## src/rtl/sp_pkg.sv

```systemverilog
package sp_pkg;
  localparam int DATA_W   = 8;
  localparam int OVERSAMP = 16;

  localparam logic [1:0] ADDR_DATA = 2'd0;
  localparam logic [1:0] ADDR_STAT = 2'd1;
  localparam logic [1:0] ADDR_CTRL = 2'd2;

  localparam int ST_RXRDY = 7;
  localparam int ST_TXDON = 6;
  localparam int ST_EMPTY = 5;
  localparam int ST_FERR  = 4;
  localparam int ST_OVRUN = 3;

  localparam int CT_RXEN = 7;
  localparam int CT_TXEN = 6;

  typedef enum logic [1:0] {
    RX_IDLE  = 2'd0,
    RX_START = 2'd1,
    RX_DATA  = 2'd2,
    RX_STOP  = 2'd3
  } rx_state_e;
endpackage

```

## src/rtl/sp_rst_sync.sv

```systemverilog
module sp_rst_sync #(
  parameter int STAGES = 2
) (
  input  logic clk,
  input  logic rst_n,
  output logic rst_sync_n
);
  logic [STAGES-1:0] chain_q;

  always_ff @(posedge clk or negedge rst_n) begin
    if (!rst_n) chain_q <= '0;
    else        chain_q <= {chain_q[STAGES-2:0], 1'b1};
  end

  assign rst_sync_n = chain_q[STAGES-1];
endmodule

```

## src/rtl/sp_rx.sv

```systemverilog
module sp_rx
  import sp_pkg::*;
#(
  parameter int DW    = DATA_W,
  parameter int OVS   = OVERSAMP,
  parameter int SYNCS = 2
) (
  input  logic          clk,
  input  logic          rst_n,
  input  logic          tick,
  input  logic          line_in,
  output logic          done,
  output logic [DW-1:0] data,
  output logic          stop_bit
);
  localparam int CW  = $clog2(OVS);
  localparam int BW  = (DW > 1) ? $clog2(DW) : 1;
  localparam logic [CW-1:0] CNT_MID  = CW'(OVS/2 - 1);
  localparam logic [CW-1:0] CNT_LAST = CW'(OVS - 1);
  localparam logic [BW-1:0] BIT_LAST = BW'(DW - 1);

  logic [SYNCS-1:0] sync_q;
  logic             line;
  rx_state_e        state_q, state_n;
  logic [CW-1:0]    cnt_q, cnt_n;
  logic [BW-1:0]    bit_q, bit_n;
  logic [DW-1:0]    sh_q, sh_n;
  logic             done_q, done_n;
  logic             stop_q, stop_n;

  generate
    if (SYNCS == 1) begin : g_sync1
      always_ff @(posedge clk or negedge rst_n) begin
        if (!rst_n) sync_q <= '1;
        else        sync_q <= line_in;
      end
    end else begin : g_syncn
      always_ff @(posedge clk or negedge rst_n) begin
        if (!rst_n) sync_q <= '1;
        else        sync_q <= {sync_q[SYNCS-2:0], line_in};
      end
    end
  endgenerate

  assign line = sync_q[SYNCS-1];

  always_comb begin
    state_n = state_q;
    cnt_n   = cnt_q;
    bit_n   = bit_q;
    sh_n    = sh_q;
    stop_n  = stop_q;
    done_n  = 1'b0;
    if (tick) begin
      unique case (state_q)
        RX_IDLE: begin
          if (!line) begin
            state_n = RX_START;
            cnt_n   = '0;
          end
        end
        RX_START: begin
          if (cnt_q == CNT_MID) begin
            cnt_n   = '0;
            bit_n   = '0;
            state_n = line ? RX_IDLE : RX_DATA;
          end else begin
            cnt_n = cnt_q + 1'b1;
          end
        end
        RX_DATA: begin
          if (cnt_q == CNT_LAST) begin
            cnt_n = '0;
            sh_n  = {line, sh_q[DW-1:1]};
            if (bit_q == BIT_LAST) state_n = RX_STOP;
            else                   bit_n   = bit_q + 1'b1;
          end else begin
            cnt_n = cnt_q + 1'b1;
          end
        end
        RX_STOP: begin
          if (cnt_q == CNT_LAST) begin
            cnt_n   = '0;
            done_n  = 1'b1;
            stop_n  = line;
            state_n = RX_IDLE;
          end else begin
            cnt_n = cnt_q + 1'b1;
          end
        end
        default: state_n = RX_IDLE;
      endcase
    end
  end

  always_ff @(posedge clk or negedge rst_n) begin
    if (!rst_n) begin
      state_q <= RX_IDLE;
      cnt_q   <= '0;
      bit_q   <= '0;
      sh_q    <= '0;
      done_q  <= 1'b0;
      stop_q  <= 1'b1;
    end else begin
      state_q <= state_n;
      cnt_q   <= cnt_n;
      bit_q   <= bit_n;
      sh_q    <= sh_n;
      done_q  <= done_n;
      stop_q  <= stop_n;
    end
  end

  assign done     = done_q;
  assign data     = sh_q;
  assign stop_bit = stop_q;

  // a start that is high again at its midpoint is abandoned
  a_r10_false_start: assert property (@(posedge clk) disable iff (!rst_n)
    (state_q == RX_START && tick && cnt_q == CNT_MID && line) |=> state_q == RX_IDLE);

  // completion is a single-cycle event
  a_r2_done_single: assert property (@(posedge clk) disable iff (!rst_n)
    done_q |=> !done_q);
endmodule

```

## src/rtl/sp_tx.sv

```systemverilog
module sp_tx
  import sp_pkg::*;
#(
  parameter int DW  = DATA_W,
  parameter int OVS = OVERSAMP
) (
  input  logic          clk,
  input  logic          rst_n,
  input  logic          tick,
  input  logic          load,
  input  logic [DW-1:0] data,
  output logic          ready,
  output logic          done,
  output logic          line_out
);
  localparam int FW  = DW + 2;
  localparam int CW  = $clog2(OVS);
  localparam int BCW = $clog2(FW);
  localparam logic [CW-1:0]  CNT_LAST = CW'(OVS - 1);
  localparam logic [BCW-1:0] BIT_LAST = BCW'(FW - 1);

  logic           busy_q, busy_n;
  logic [FW-1:0]  sh_q, sh_n;
  logic [CW-1:0]  cnt_q, cnt_n;
  logic [BCW-1:0] bit_q, bit_n;
  logic           done_q, done_n;

  always_comb begin
    busy_n = busy_q;
    sh_n   = sh_q;
    cnt_n  = cnt_q;
    bit_n  = bit_q;
    done_n = 1'b0;
    if (load && !busy_q) begin
      busy_n = 1'b1;
      sh_n   = {1'b1, data, 1'b0};
      cnt_n  = '0;
      bit_n  = '0;
    end else if (busy_q && tick) begin
      if (cnt_q == CNT_LAST) begin
        cnt_n = '0;
        sh_n  = {1'b1, sh_q[FW-1:1]};
        if (bit_q == BIT_LAST) begin
          busy_n = 1'b0;
          done_n = 1'b1;
        end else begin
          bit_n = bit_q + 1'b1;
        end
      end else begin
        cnt_n = cnt_q + 1'b1;
      end
    end
  end

  always_ff @(posedge clk or negedge rst_n) begin
    if (!rst_n) begin
      busy_q <= 1'b0;
      sh_q   <= '1;
      cnt_q  <= '0;
      bit_q  <= '0;
      done_q <= 1'b0;
    end else begin
      busy_q <= busy_n;
      sh_q   <= sh_n;
      cnt_q  <= cnt_n;
      bit_q  <= bit_n;
      done_q <= done_n;
    end
  end

  assign ready    = !busy_q;
  assign done     = done_q;
  assign line_out = busy_q ? sh_q[0] : 1'b1;

  // every frame opens with a low start bit
  a_r9_start_low: assert property (@(posedge clk) disable iff (!rst_n)
    $rose(busy_q) |-> !line_out);

  // the bit just before completion was the high stop bit
  a_r9_stop_high: assert property (@(posedge clk) disable iff (!rst_n)
    done_q |-> $past(line_out));
endmodule

```

## src/rtl/serial_port_regs.sv

```systemverilog
module serial_port_regs
  import sp_pkg::*;
#(
  parameter int DW    = DATA_W,
  parameter int OVS   = OVERSAMP,
  parameter int SYNCS = 2
) (
  input  logic          clk,
  input  logic          rst_n,
  input  logic          baud_tick,
  input  logic [1:0]    bus_addr,
  input  logic          bus_wr,
  input  logic          bus_rd,
  input  logic [DW-1:0] bus_wdata,
  output logic [DW-1:0] bus_rdata,
  output logic          irq_rx,
  output logic          irq_tx,
  input  logic          irq_ack_tx,
  input  logic          serial_in,
  output logic          serial_out
);
  logic          rst_i_n;
  logic          rx_done, rx_stop;
  logic [DW-1:0] rx_byte;
  logic          tx_ready, tx_done, tx_load;

  logic [DW-1:0] rxbuf_q, rxbuf_n;
  logic          rxrdy_q, rxrdy_n;
  logic          ferr_q, ferr_n;
  logic          ovr_q, ovr_n;
  logic [DW-1:0] txbuf_q, txbuf_n;
  logic          empty_q, empty_n;
  logic          txdon_q, txdon_n;
  logic          rxen_q, rxen_n;
  logic          txen_q, txen_n;

  logic rd_data, wr_data, wr_stat, wr_ctrl;

  sp_rst_sync #(.STAGES(2)) u_rst (
    .clk        (clk),
    .rst_n      (rst_n),
    .rst_sync_n (rst_i_n)
  );

  sp_rx #(.DW(DW), .OVS(OVS), .SYNCS(SYNCS)) u_rx (
    .clk      (clk),
    .rst_n    (rst_i_n),
    .tick     (baud_tick),
    .line_in  (serial_in),
    .done     (rx_done),
    .data     (rx_byte),
    .stop_bit (rx_stop)
  );

  sp_tx #(.DW(DW), .OVS(OVS)) u_tx (
    .clk      (clk),
    .rst_n    (rst_i_n),
    .tick     (baud_tick),
    .load     (tx_load),
    .data     (txbuf_q),
    .ready    (tx_ready),
    .done     (tx_done),
    .line_out (serial_out)
  );

  assign rd_data = bus_rd && (bus_addr == ADDR_DATA);
  assign wr_data = bus_wr && (bus_addr == ADDR_DATA);
  assign wr_stat = bus_wr && (bus_addr == ADDR_STAT);
  assign wr_ctrl = bus_wr && (bus_addr == ADDR_CTRL);
  assign tx_load = !empty_q && tx_ready;

  always_comb begin
    rxbuf_n = rxbuf_q;
    rxrdy_n = rxrdy_q;
    ferr_n  = ferr_q;
    ovr_n   = ovr_q;
    if (rd_data) begin
      rxrdy_n = 1'b0;
      ovr_n   = 1'b0;
    end
    if (rx_done) begin
      if (rxrdy_q && !rd_data) begin
        ovr_n = 1'b1;
      end else begin
        rxbuf_n = rx_byte;
        ferr_n  = !rx_stop;
        rxrdy_n = 1'b1;
      end
    end
  end

  always_comb begin
    txbuf_n = txbuf_q;
    empty_n = empty_q;
    txdon_n = txdon_q;
    rxen_n  = rxen_q;
    txen_n  = txen_q;
    if (tx_load) empty_n = 1'b1;
    if (wr_data) begin
      txbuf_n = bus_wdata;
      empty_n = 1'b0;
    end
    if (irq_ack_tx || (wr_stat && bus_wdata[ST_TXDON])) txdon_n = 1'b0;
    if (tx_done && empty_q) txdon_n = 1'b1;
    if (wr_ctrl) begin
      rxen_n = bus_wdata[CT_RXEN];
      txen_n = bus_wdata[CT_TXEN];
    end
  end

  always_ff @(posedge clk or negedge rst_i_n) begin
    if (!rst_i_n) begin
      rxbuf_q <= '0;
      rxrdy_q <= 1'b0;
      ferr_q  <= 1'b0;
      ovr_q   <= 1'b0;
      txbuf_q <= '0;
      empty_q <= 1'b1;
      txdon_q <= 1'b0;
      rxen_q  <= 1'b0;
      txen_q  <= 1'b0;
    end else begin
      rxbuf_q <= rxbuf_n;
      rxrdy_q <= rxrdy_n;
      ferr_q  <= ferr_n;
      ovr_q   <= ovr_n;
      txbuf_q <= txbuf_n;
      empty_q <= empty_n;
      txdon_q <= txdon_n;
      rxen_q  <= rxen_n;
      txen_q  <= txen_n;
    end
  end

  always_comb begin
    bus_rdata = '0;
    unique case (bus_addr)
      ADDR_DATA: bus_rdata = rxbuf_q;
      ADDR_STAT: begin
        bus_rdata[ST_RXRDY] = rxrdy_q;
        bus_rdata[ST_TXDON] = txdon_q;
        bus_rdata[ST_EMPTY] = empty_q;
        bus_rdata[ST_FERR]  = ferr_q;
        bus_rdata[ST_OVRUN] = ovr_q;
      end
      ADDR_CTRL: begin
        bus_rdata[CT_RXEN] = rxen_q;
        bus_rdata[CT_TXEN] = txen_q;
      end
      default: bus_rdata = '0;
    endcase
  end

  assign irq_rx = rxrdy_q && rxen_q;
  assign irq_tx = txdon_q && txen_q;

  // a data read with no arrival in the same cycle drops receive ready
  a_r3_read_clears: assert property (@(posedge clk) disable iff (!rst_i_n)
    (rd_data && !rx_done) |=> !rxrdy_q);

  // the buffer is reported full right after a data write
  a_r6_write_fills: assert property (@(posedge clk) disable iff (!rst_i_n)
    wr_data |=> !empty_q);

  // transmit done only rises when nothing was queued
  a_r4_done_needs_empty: assert property (@(posedge clk) disable iff (!rst_i_n)
    $rose(txdon_q) |-> $past(empty_q));

  // acknowledge without a new completion clears transmit done
  a_r5_ack_clears: assert property (@(posedge clk) disable iff (!rst_i_n)
    (irq_ack_tx && !tx_done) |=> !txdon_q);

  // an overrun arrival leaves the unread byte in place
  a_r7_keep_unread: assert property (@(posedge clk) disable iff (!rst_i_n)
    (rx_done && rxrdy_q && !rd_data) |=> ($stable(rxbuf_q) && ovr_q));
endmodule

```

## config.mk

```make
export PLATFORM = sky130hd
export DESIGN_NAME = serial_port_regs
export DESIGN_NICKNAME = d
export VERILOG_FILES = /design/src/rtl/sp_pkg.sv /design/src/rtl/sp_rst_sync.sv /design/src/rtl/sp_rx.sv /design/src/rtl/sp_tx.sv /design/src/rtl/serial_port_regs.sv
export SDC_FILE = /design/constraint.sdc
export NUM_CORES = 1
export LEC_CHECK = 0
export ABC_CLOCK_PERIOD_IN_PS = 2550
export BUFFER_PORTS_ARGS = -buffer_cell sky130_fd_sc_hd__buf_2
export CORE_UTILIZATION = 40
export CTS_BUF_LIST = sky130_fd_sc_hd__clkbuf_2
export CTS_CLUSTER_SIZE = 8
export DETAILED_ROUTE_END_ITERATION = 7
export PLACE_DENSITY = 0.68
export SLEW_MARGIN = 20
export SYNTH_ARGS = -nofsm -noshare
export SYNTH_HDL_FRONTEND = slang
export SYNTH_HIERARCHICAL = 1
export SYNTH_SLANG_ARGS = --single-unit
export TNS_END_PERCENT = 5
```

## constraint.sdc

```tcl
create_clock -name clk -period 2.55 [get_ports clk]
set_clock_uncertainty 0.1 [all_clocks]
set_input_delay 0.1275 -clock clk [delete_from_list [all_inputs] [get_ports clk]]
set_output_delay 0.1275 -clock clk [all_outputs]
set_load 0.005 [all_outputs]
```

==> results of run 1 <==
cells in the mapped netlist, types with 3 or more instances:
| cell type | number |
|---|---|
| a21oi_1 | 6 |
| a32o_1 | 3 |
| and2_1 | 9 |
| buf_2 | 3 |
| buf_4 | 3 |
| dfrtp_1 | 52 |
| dfstp_2 | 13 |
| ha_1 | 6 |
| inv_1 | 7 |
| mux2_2 | 32 |
| mux2i_1 | 12 |
| nand2_1 | 30 |
| nand2b_1 | 3 |
| nand3_1 | 14 |
| nor2_1 | 13 |
| nor2b_1 | 7 |
| o211ai_1 | 8 |
| o21ai_0 | 7 |
critical path, cell delays in order, from the launching register on:
cell	delay, ns
dfrtp_1	0.47
inv_1	0.14
nor2b_1	0.22
nor2b_1	0.64
or3_1	0.19
mux2i_1	0.06
kinds of logic after synthesis:
group / after synthesis / share of synthesized area, %
other: 1 / 0.123
xor gates and xnor gates: 2 / 0.575
adders and majority gates: 6 / 2.46
AOI/OAI and AO/OA: 34 / 8.37
buffers and inverters: 16 / 2.96
DFF: 65 / 53.9
muxes: 44 / 15.8
and+or+nand+nor: 92 / 15.8
what timing repair did:
item                      in CTS  in global routing
hold buffers                  20                  0
hold endpoints to repair      21                  0
setup buffers                  0                  0
power by group through the flow:
stage               Combinational, mW  Clock, mW  Sequential [mW]
finish                          0.689      0.717             1.55
global placement                0.649          0             1.56
floorplan                       0.556          0             1.50
detailed placement              0.674          0             1.57
CTS                             0.701      0.742             1.55
global route                    0.790      0.783             1.60
how the worst max path moves through the flow:
stage / startpoint / end / slack, ns / cells past startpoint
floorplan: u_rst/chain_q[1]$_DFF_PN0_ / ferr_q$_DFFE_PN0P_ / 0.53 / 0
global placement: u_tx/busy_q$_DFFE_PN0P_ / u_tx/bit_q[2]$_DFFE_PN0P_ / 0.73 / 5
detailed placement: u_tx/busy_q$_DFFE_PN0P_ / u_tx/bit_q[2]$_DFFE_PN0P_ / 0.67 / 5
CTS: u_tx/busy_q$_DFFE_PN0P_ / u_tx/bit_q[2]$_DFFE_PN0P_ / 0.65 / 5
global route: u_tx/busy_q$_DFFE_PN0P_ / u_tx/bit_q[2]$_DFFE_PN0P_ / 0.49 / 5
finish: u_tx/busy_q$_DFFE_PN0P_ / u_tx/bit_q[2]$_DFFE_PN0P_ / 0.64 / 5
area by class of cell:
class                           count  area, sq um
Clock inverter                      7         95.1
Sequential cell                    65         1640
Tap cell                           99          124
Inverter                            7         26.3
Fill cell                         689         3690
Clock buffer                        9         45.0
Timing Repair Buffer               48          355
Multi-Input combinational cell    179         1320
per-layer routing:
metal,routed length [microns],GRT usage (%)
met1,2730,22.0
met2,2650,24.1
met3,127,3.32
met4,135,8.66
met5,0,0
sequential cells by signal, summed over array words and instances, names as in the netlist, 3 cells and up, named ones only:
register / count
u_rx/cnt_q: 4
u_tx/cnt_q: 4
u_rx/data: 8
u_tx/sh_q: 9
txbuf_q: 8
u_tx/bit_q: 4
rxbuf_q: 8
u_rx/bit_q: 3
per-stage QoR:
stage	hold WS (ns)	cells	setup WS [ns]	cell area (sq um)	power (mW)
final	0.135	414	0.636	3600	2.95
after global routing	0.104	414	0.494	3600	3.17
after CTS	0.0957	414	0.646	3600	2.99
after detailed placement	-0.186	378	0.673	3260	2.24
after global placement	-0.187	378	0.730	3260	2.21
after floorplan	-0.268	260	0.529	3050	2.05
==> results.cfg, run 1 <==
[timing]
grt_setup_unrepaired = false
finalMaxSlewViolations = 0
timing.final.crit_share_pct = 75.1
fmax_mhz = 522
worstMarginPinSlew_ns = 0.752
setup_violations = 0
hold_viol = 0
setup_tns_ns = 0
slew_headroom_pct = 49.8
post-route-min-period_ns = 1.91

[critical_path]
r2r_end = u_tx/bit_q[2]$_DFFE_PN0P_
rr_startpoint = u_tx/busy_q$_DFFE_PN0P_
endpoint_kind = flop
r2r_cells = 5
rrSetupSlack_ns = 0.64
crit_type = flop to flop
cp_data_arrival_time_ns = 2.21
path_max_fanout = 11
startpoint_type = flop
worst_ep_required_time_ns = 2.85

[logic_synthesis]
ys_seq_area_share_pct = 53.9
synthArstFlopShare_pct = 100
synth_top_area_share_pct = 42.7
syn_area_sq_um = 3050
synth.area.top_cells = dfrtp_1 (43%), mux2_2 (12%), dfstp_2 (11%)
ys.flop_type = dfrtp_1
syn_area_per_cell_sq_um = 11.7
synth_top_cell_by_area = dfrtp_1
yosys_register_bits = 65
syn_nets = 283
ys_warn_count = 6
synth_cell_types = 44
synth_edf_count = 0
syn_inst = 260

[power_and_ir_drop]
comb_power_share_pct = 23.4
internal_power_mw = 1.99
pwr-share-seq_pct = 52.4
vdd_drop_max_uv = 290
clkPwrFrac_pct = 24.3
powerDensity_nw_per_um2 = 819
sw_frac_of_total_pct = 32.5
p_switching_mw = 0.961
p_leak_nw = 1.68

[finish]
layout.nets = 333
final_cell_mix = dfrtp_1 (51), mux2_2 (32), nand2_1 (30)
final_util_pct = 49.4
final_common_cell = dfrtp_1
drive_above_1_share_pct = 31.7
num_antenna_cells = 0
area_delta_synth_final_pct = 18.3

[drt]
drt_wl_total_mm = 5.64
wl_per_cell_microns = 13.6
drc = 0
routed_via_density = 4.96
dr_total_vias = 2052
dr.pass1.iters = 4
ant_nets = 0
drt_iter0_markers = 89

[clock_tree]
cts.repair.resized = 0
worst_skew_pair.late_latency_ns = 0.50
clkTransAtPathRegs_ns = 0.19
clock_sinks = 65
cts_tree = yes
cts_max_level = 3
cts_buffers = 9
root_buffer = clkbuf_2
clockBufferDepth = 2

[job]
drv_cap = 0

[min_path]
worstHoldPathType = input pin to flop
whs_endpoint = txdon_q$_DFFE_PN0P_
whs_path_depth = 4
min_from = bus_addr[0]

[global_routing]
grt_antenna_before_repair = 0
grt_overflow_total = 0
grt_pass1_wl_mm = 9.45
grt_usage_pct = 16.1
grt_pass1_vias = 1944
grt_start_max_net_pins = 64

[outcome]
status = complete, no violations

[floorplan]
die_area_sq_um = 7970
core_sq_um = 7290
rows = 31
die_y_microns = 89.3
start_util_pct = 41.8
die_w_microns = 89.3
io_pins = 28

[placement]
dp_hpwl_mm = 3.75
port_buffers = 27
place_congestion = 0.758
Note: power is estimated with default switching activity, not from simulation.
==> run 2, diff against run 1 <==
--- a/config.mk
+++ b/config.mk
@@ -5,7 +5,8 @@
 export SDC_FILE = /design/constraint.sdc
 export NUM_CORES = 1
 export LEC_CHECK = 0
-export ABC_CLOCK_PERIOD_IN_PS = 2550
+export ABC_AREA = 1
+export ABC_CLOCK_PERIOD_IN_PS = 1950
 export BUFFER_PORTS_ARGS = -buffer_cell sky130_fd_sc_hd__buf_2
 export CORE_UTILIZATION = 40
 export CTS_BUF_LIST = sky130_fd_sc_hd__clkbuf_2
==> constraint.sdc (replaced) <==
create_clock -name clk -period 1.95 [get_ports clk]
set_clock_uncertainty 0.1 [all_clocks]
set_input_delay 0.0975 -clock clk [delete_from_list [all_inputs] [get_ports clk]]
set_output_delay 0.0975 -clock clk [all_outputs]
set_load 0.005 [all_outputs]
==> results.cfg, run 2 <==
[drt]
drc = 0
drt_wl_total_mm = 5.61
dr_total_vias = 2445
routed_via_density = 4.66
drt_iter0_markers = 131
ant_nets = 0
dr.pass1.iters = 4
wl_per_cell_microns = 10.7

[finish]
regMostFlops = u_tx/sh_q
area_delta_synth_final_pct = 15.8
num_antenna_cells = 0
fillers = 709
layout.nets = 445
drive_above_1_share_pct = 22.8
final_common_cell = nand2_1
final_util_pct = 49.1
final_cell_mix = nand2_1 (140), dfrtp_1 (51), inv_1 (35)
largest_register_ffs = 9

[global_routing]
met1_usage_pct = 19.3
grt.met2_usage_pct = 25.9
grt_pass1_wl_mm = 10.3
grt_start_max_net_pins = 50
grt_usage_pct = 15.8
grt_overflow_total = 0
grt_pass1_vias = 2432
met3_usage_pct = 4.04
top_usage_layer = met2
grt_antenna_before_repair = 0

[clock_tree]
cts_max_level = 3
root_buffer = clkbuf_2
clockBufferDepth = 2
clkTransAtPathRegs_ns = 0.18
worst_skew_pair.late_latency_ns = 0.48
cts_buffers = 9
clock_sinks = 65
cts_tree = yes

[critical_path]
cp_data_arrival_time_ns = 2.09
endpoint_kind = flop
path_cells = inv_2, inv_1, nor2_1, nand2_4, nand2_4, nand2_4, inv_2, nand2_1, nand2_1
crit_type = flop to flop
slowest_stage = dfrtp_1
crit_buf_inv = 3
crit_family = simple AND/OR/NAND/NOR gates
startpoint_type = flop
path_max_fanout = 14
cp_common_cell = nand2_4
worst_ep_required_time_ns = 2.28
slowest_delay_ns = 0.47

[logic_synthesis]
syn_nets = 394
ys_warn_count = 6
ys_seq_area_share_pct = 52.3
synth_cell_types = 33
yosys_register_bits = 65
synth_top_area_share_pct = 41.4
synth_top_cell_by_area = dfrtp_1
synth.area.top_cells = dfrtp_1 (41%), nand2_1 (17%), dfstp_2 (11%)
synthArstFlopShare_pct = 100
ys.flop_type = dfrtp_1
syn_area_per_cell_sq_um = 8.47
syn_area_sq_um = 3140
syn_inst = 371
synth_edf_count = 0
synth_common_cells = nand2_1 (140), dfrtp_1 (52), inv_1 (35)
yosys.cell_count.top_type = nand2_1

[placement]
place_congestion = 0.842
dp_hpwl_mm = 3.90
port_buffers = 27

[floorplan]
start_util_pct = 42.4
die_area_sq_um = 8210
io_pins = 28
die_y_microns = 90.6
core_sq_um = 7410
die_w_microns = 90.6
rows = 31

[timing]
setup_tns_ns = 0
finalMaxSlewViolations = 0
fmax_mhz = 568
grt_setup_unrepaired = false
timing.final.crit_share_pct = 90.3
hold_viol = 0
setup_violations = 0
hold_ws_ns = 0.0846
post-route-min-period_ns = 1.76

[power_and_ir_drop]
vdd_drop_max_uv = 458
powerDensity_nw_per_um2 = 937
p_total_mw = 3.41
p_leak_nw = 1.94

[outcome]
status = complete, no violations

[min_path]
worstHoldPathType = flop to asynchronous set/reset pin

[job]
drv_cap = 0
run 2: cell types whose count changed after synthesis, moves of 7 or more:
cell      delta
nand3_1     +14
inv_1       +28
nand2_2     +10
inv_2        +7
and2_1       -9
o211ai_1     -8
nor2b_1      -7
mux2_2      -32
mux2i_1     -12
nand2_1    +110
nor2_1      +12
run 2: what timing repair did:
item | CTS | global route
setup buffers | 0 | 0
gates resized for setup | 0 | 1
endpoints found under the setup margin | 0 | 10
endpoints found under the hold margin | 45 | 0
hold buffers | 18 | 0
run 2: final timing paths:
| path | from | cells after the start | slack (ns) | to |
|---|---|---|---|---|
| max | u_tx/busy_q$_DFFE_PN0P_ | 9 | 0.19 | u_tx/sh_q[7]$_DFFE_PN1P_ |
| min | u_rst/chain_q[1]$_DFF_PN0_ | 0 | 0.08 | u_rx/data[1]$_DFFE_PN0P_ |
| max reg2reg | u_tx/busy_q$_DFFE_PN0P_ | 9 | 0.19 | u_tx/sh_q[7]$_DFFE_PN1P_ |
| min reg2reg | u_rst/chain_q[1]$_DFF_PN0_ | 0 | 0.08 | u_rx/data[1]$_DFFE_PN0P_ |
| max in group asynchronous | u_rst/chain_q[1]$_DFF_PN0_ | 1 | 1.04 | u_tx/sh_q[8]$_DFFE_PN1P_ |
| min in group clk | serial_in | 2 | 0.16 | u_rx/sync_q[0]$_DFF_PN1_ |
run 2: layer usage:
| layer | wire (microns) | vias to the layer above |
|---|---|---|
| li1 | - | 1256 |
| met1 | 2690 | 1130 |
| met2 | 2640 | 47 |
| met3 | 182 | 12 |
| met4 | 102 | 0 |
| met5 | 0 | - |
run 2: cell families (layout without fill, tap and decap cells):
group           Yosys count  in the layout  synth area share (%)
simple gates            216            216                  30.0
other cells               1              1                 0.119
flops                    65             65                  52.3
xor+xnor                  3              3                 0.836
fa+ha+maj                 6              6                  2.39
buf+inv                  49            104                  7.37
compound gates           31             31                  6.97
run 2: power by group:
part	internal (mW)	leakage (nW)	switching, mW
Combinational	0.356	1.06	0.514
Sequential	1.60	0.806	0.202
Clock	0.295	0.0716	0.442
Total	2.25	1.94	1.16
run 2: cell type report:
type / count / area (sq um) / area share (%)
Clock buffer: 11 / 55.1 / 1.51
Clock inverter: 4 / 45.0 / 1.24
Inverter: 42 / 158 / 4.33
Multi-Input combinational cell: 257 / 1270 / 34.9
Sequential cell: 65 / 1640 / 45.2
Tap cell: 99 / 124 / 3.40
Timing Repair Buffer: 47 / 343 / 9.42
run 2: metrics by stage:
stage,area (sq um),cells,worst slack [ns]
final,3640,525,0.188
after global routing,3640,525,0.0290
after CTS,3640,525,0.140
after detailed placement,3360,492,0.200
after global placement,3360,492,0.311
after floorplan,3140,371,0.529
==> run 3, diff against run 2 <==
--- a/config.mk
+++ b/config.mk
@@ -13,6 +13,7 @@
 export CTS_CLUSTER_SIZE = 8
 export DETAILED_ROUTE_END_ITERATION = 7
 export PLACE_DENSITY = 0.68
+export REMOVE_ABC_BUFFERS = 1
 export SLEW_MARGIN = 20
 export SYNTH_ARGS = -nofsm -noshare
 export SYNTH_HDL_FRONTEND = slang
==> results.cfg, run 3 (same netlist as run 2, synthesis figures left out) <==
[outcome]
status = complete, no violations

[critical_path]
crit_family = simple AND/OR/NAND/NOR gates
worst_ep_required_time_ns = 2.30
cp_common_cell = nand2_4
endpoint_kind = flop
cp_data_arrival_time_ns = 2.02
slowest_stage = dfrtp_1
path_max_fanout = 14
crit_buf_inv = 3
path_cells = inv_2, inv_1, nor2_1, nand2_4, nand2_4, nand2_4, inv_2, nand2_1, nand2_1
slowest_delay_ns = 0.46
startpoint_type = flop
crit_type = flop to flop

[placement]
port_buffers = 27
dpl_cell_area_sq_um = 3360
dp_hpwl_mm = 3.93
place_congestion = 0.834

[clock_tree]
cts.repair.resized = 0
cts_setup_buffers = 0
root_buffer = clkbuf_2
cts_tree = yes
clkTransAtPathRegs_ns = 0.20
clockBufferDepth = 2
cts_buffers = 9
worst_skew_pair.late_latency_ns = 0.51
clock_sinks = 65
cts_hold_buf = 20
cts_max_level = 3

[drt]
ant_nets = 0
dr_total_vias = 2438
routed_via_density = 4.61
drt_wl_total_mm = 5.57
wl_per_cell_microns = 10.5
drc = 0
drt_iter0_markers = 157
dr.pass1.iters = 4

[timing]
finalMaxSlewViolations = 0
fmax_mhz = 597
timing.final.crit_share_pct = 85.8
hold_ws_ns = 0.109
setup_violations = 0
post-route-min-period_ns = 1.67
hold_viol = 0
grt_setup_unrepaired = false

[power_and_ir_drop]
sw_frac_of_total_pct = 36.7
p_switching_mw = 1.24
comb_power_share_pct = 26.3
vdd_drop_max_uv = 339
powerDensity_nw_per_um2 = 924
internal_power_mw = 2.14
p_leak_nw = 1.93
pwr-share-seq_pct = 53.1
clkPwrFrac_pct = 20.6
p_total_mw = 3.38

[finish]
drive_above_1_share_pct = 22.8
final_common_cell = nand2_1
area_delta_synth_final_pct = 16.6
largest_register_ffs = 9
layout.nets = 448
final_util_pct = 49.5
regMostFlops = u_tx/sh_q
num_antenna_cells = 0
stdcell_area_sq_um = 3660
final_cell_mix = nand2_1 (140), dfrtp_1 (51), inv_1 (35)

[global_routing]
grt_overflow_total = 0
grt_start_max_net_pins = 64
grt_pass1_vias = 2341
grt_antenna_before_repair = 0
grt_usage_pct = 15.4
grt_pass1_wl_mm = 10.0

[floorplan]
start_util_pct = 42.4
die_area_sq_um = 8210
io_pins = 28
die_y_microns = 90.6
die_w_microns = 90.6
core_sq_um = 7410
rows = 31

[job]
drv_cap = 0

[min_path]
worstHoldPathType = input pin to flop
==> run 3: cell types whose count changed in the layout (fill, tap and decap cells not counted), moves of 2 or more <==
| cell | change |
|---|---|
| clkbuf_2 | -2 |
| clkinv_4 | +2 |
| clkinvlp_4 | +4 |
| clkinv_2 | -3 |
| dlygate4sd3_1 | +2 |
==> run 3: final cells by class <==
class / instances / area (sq um)
fill: 740 / 3740
sequential: 65 / 1640
tap: 99 / 124
timing repair buffer: 50 / 370
inverter: 42 / 158
clock buffer: 9 / 45.0
clock inverter: 7 / 56.3
multi-input combinational: 257 / 1270
==> run 3: power by group through the flow <==
stage / Sequential, mW / Combinational, mW / Clock, mW
final: 1.80 / 0.890 / 0.697
after global routing: 1.83 / 1.03 / 0.783
after CTS: 1.79 / 0.894 / 0.732
after detailed placement: 1.82 / 0.860 / 0
after floorplan: 1.79 / 0.658 / 0
after global placement: 1.81 / 0.828 / 0
==> run 3: layer usage <==
layer | wire [microns] | global-route usage [%]
met1 | 2820 | 19.7
met2 | 2470 | 24.4
met3 | 167 | 3.28
met4 | 114 | 7.80
met5 | 0 | 0
==> run 3: worst paths after layout <==
path | slack [ns] | depth (start not counted) | startpoint | end
max | 0.28 | 9 | u_tx/busy_q$_DFFE_PN0P_ | u_tx/sh_q[4]$_DFFE_PN1P_
min | 0.11 | 2 | serial_in | u_rx/sync_q[0]$_DFF_PN1_
max reg2reg | 0.28 | 9 | u_tx/busy_q$_DFFE_PN0P_ | u_tx/sh_q[4]$_DFFE_PN1P_
min reg2reg | 0.15 | 1 | u_rst/chain_q[1]$_DFF_PN0_ | txbuf_q[4]$_DFFE_PN0P_
max in group asynchronous | 1.26 | 1 | u_rst/chain_q[1]$_DFF_PN0_ | u_tx/sh_q[6]$_DFFE_PN1P_
min in group asynchronous | 0.15 | 1 | u_rst/chain_q[1]$_DFF_PN0_ | txbuf_q[4]$_DFFE_PN0P_
==> run 3: metrics by stage <==
step,setup slack (ns),TNS (ns),cells
after floorplan,-0.0712,-3.56,364
after global placement,0.336,0,493
after detailed placement,0.309,0,493
after CTS,0.268,0,529
after global routing,0.0811,0,529
final,0.276,0,529
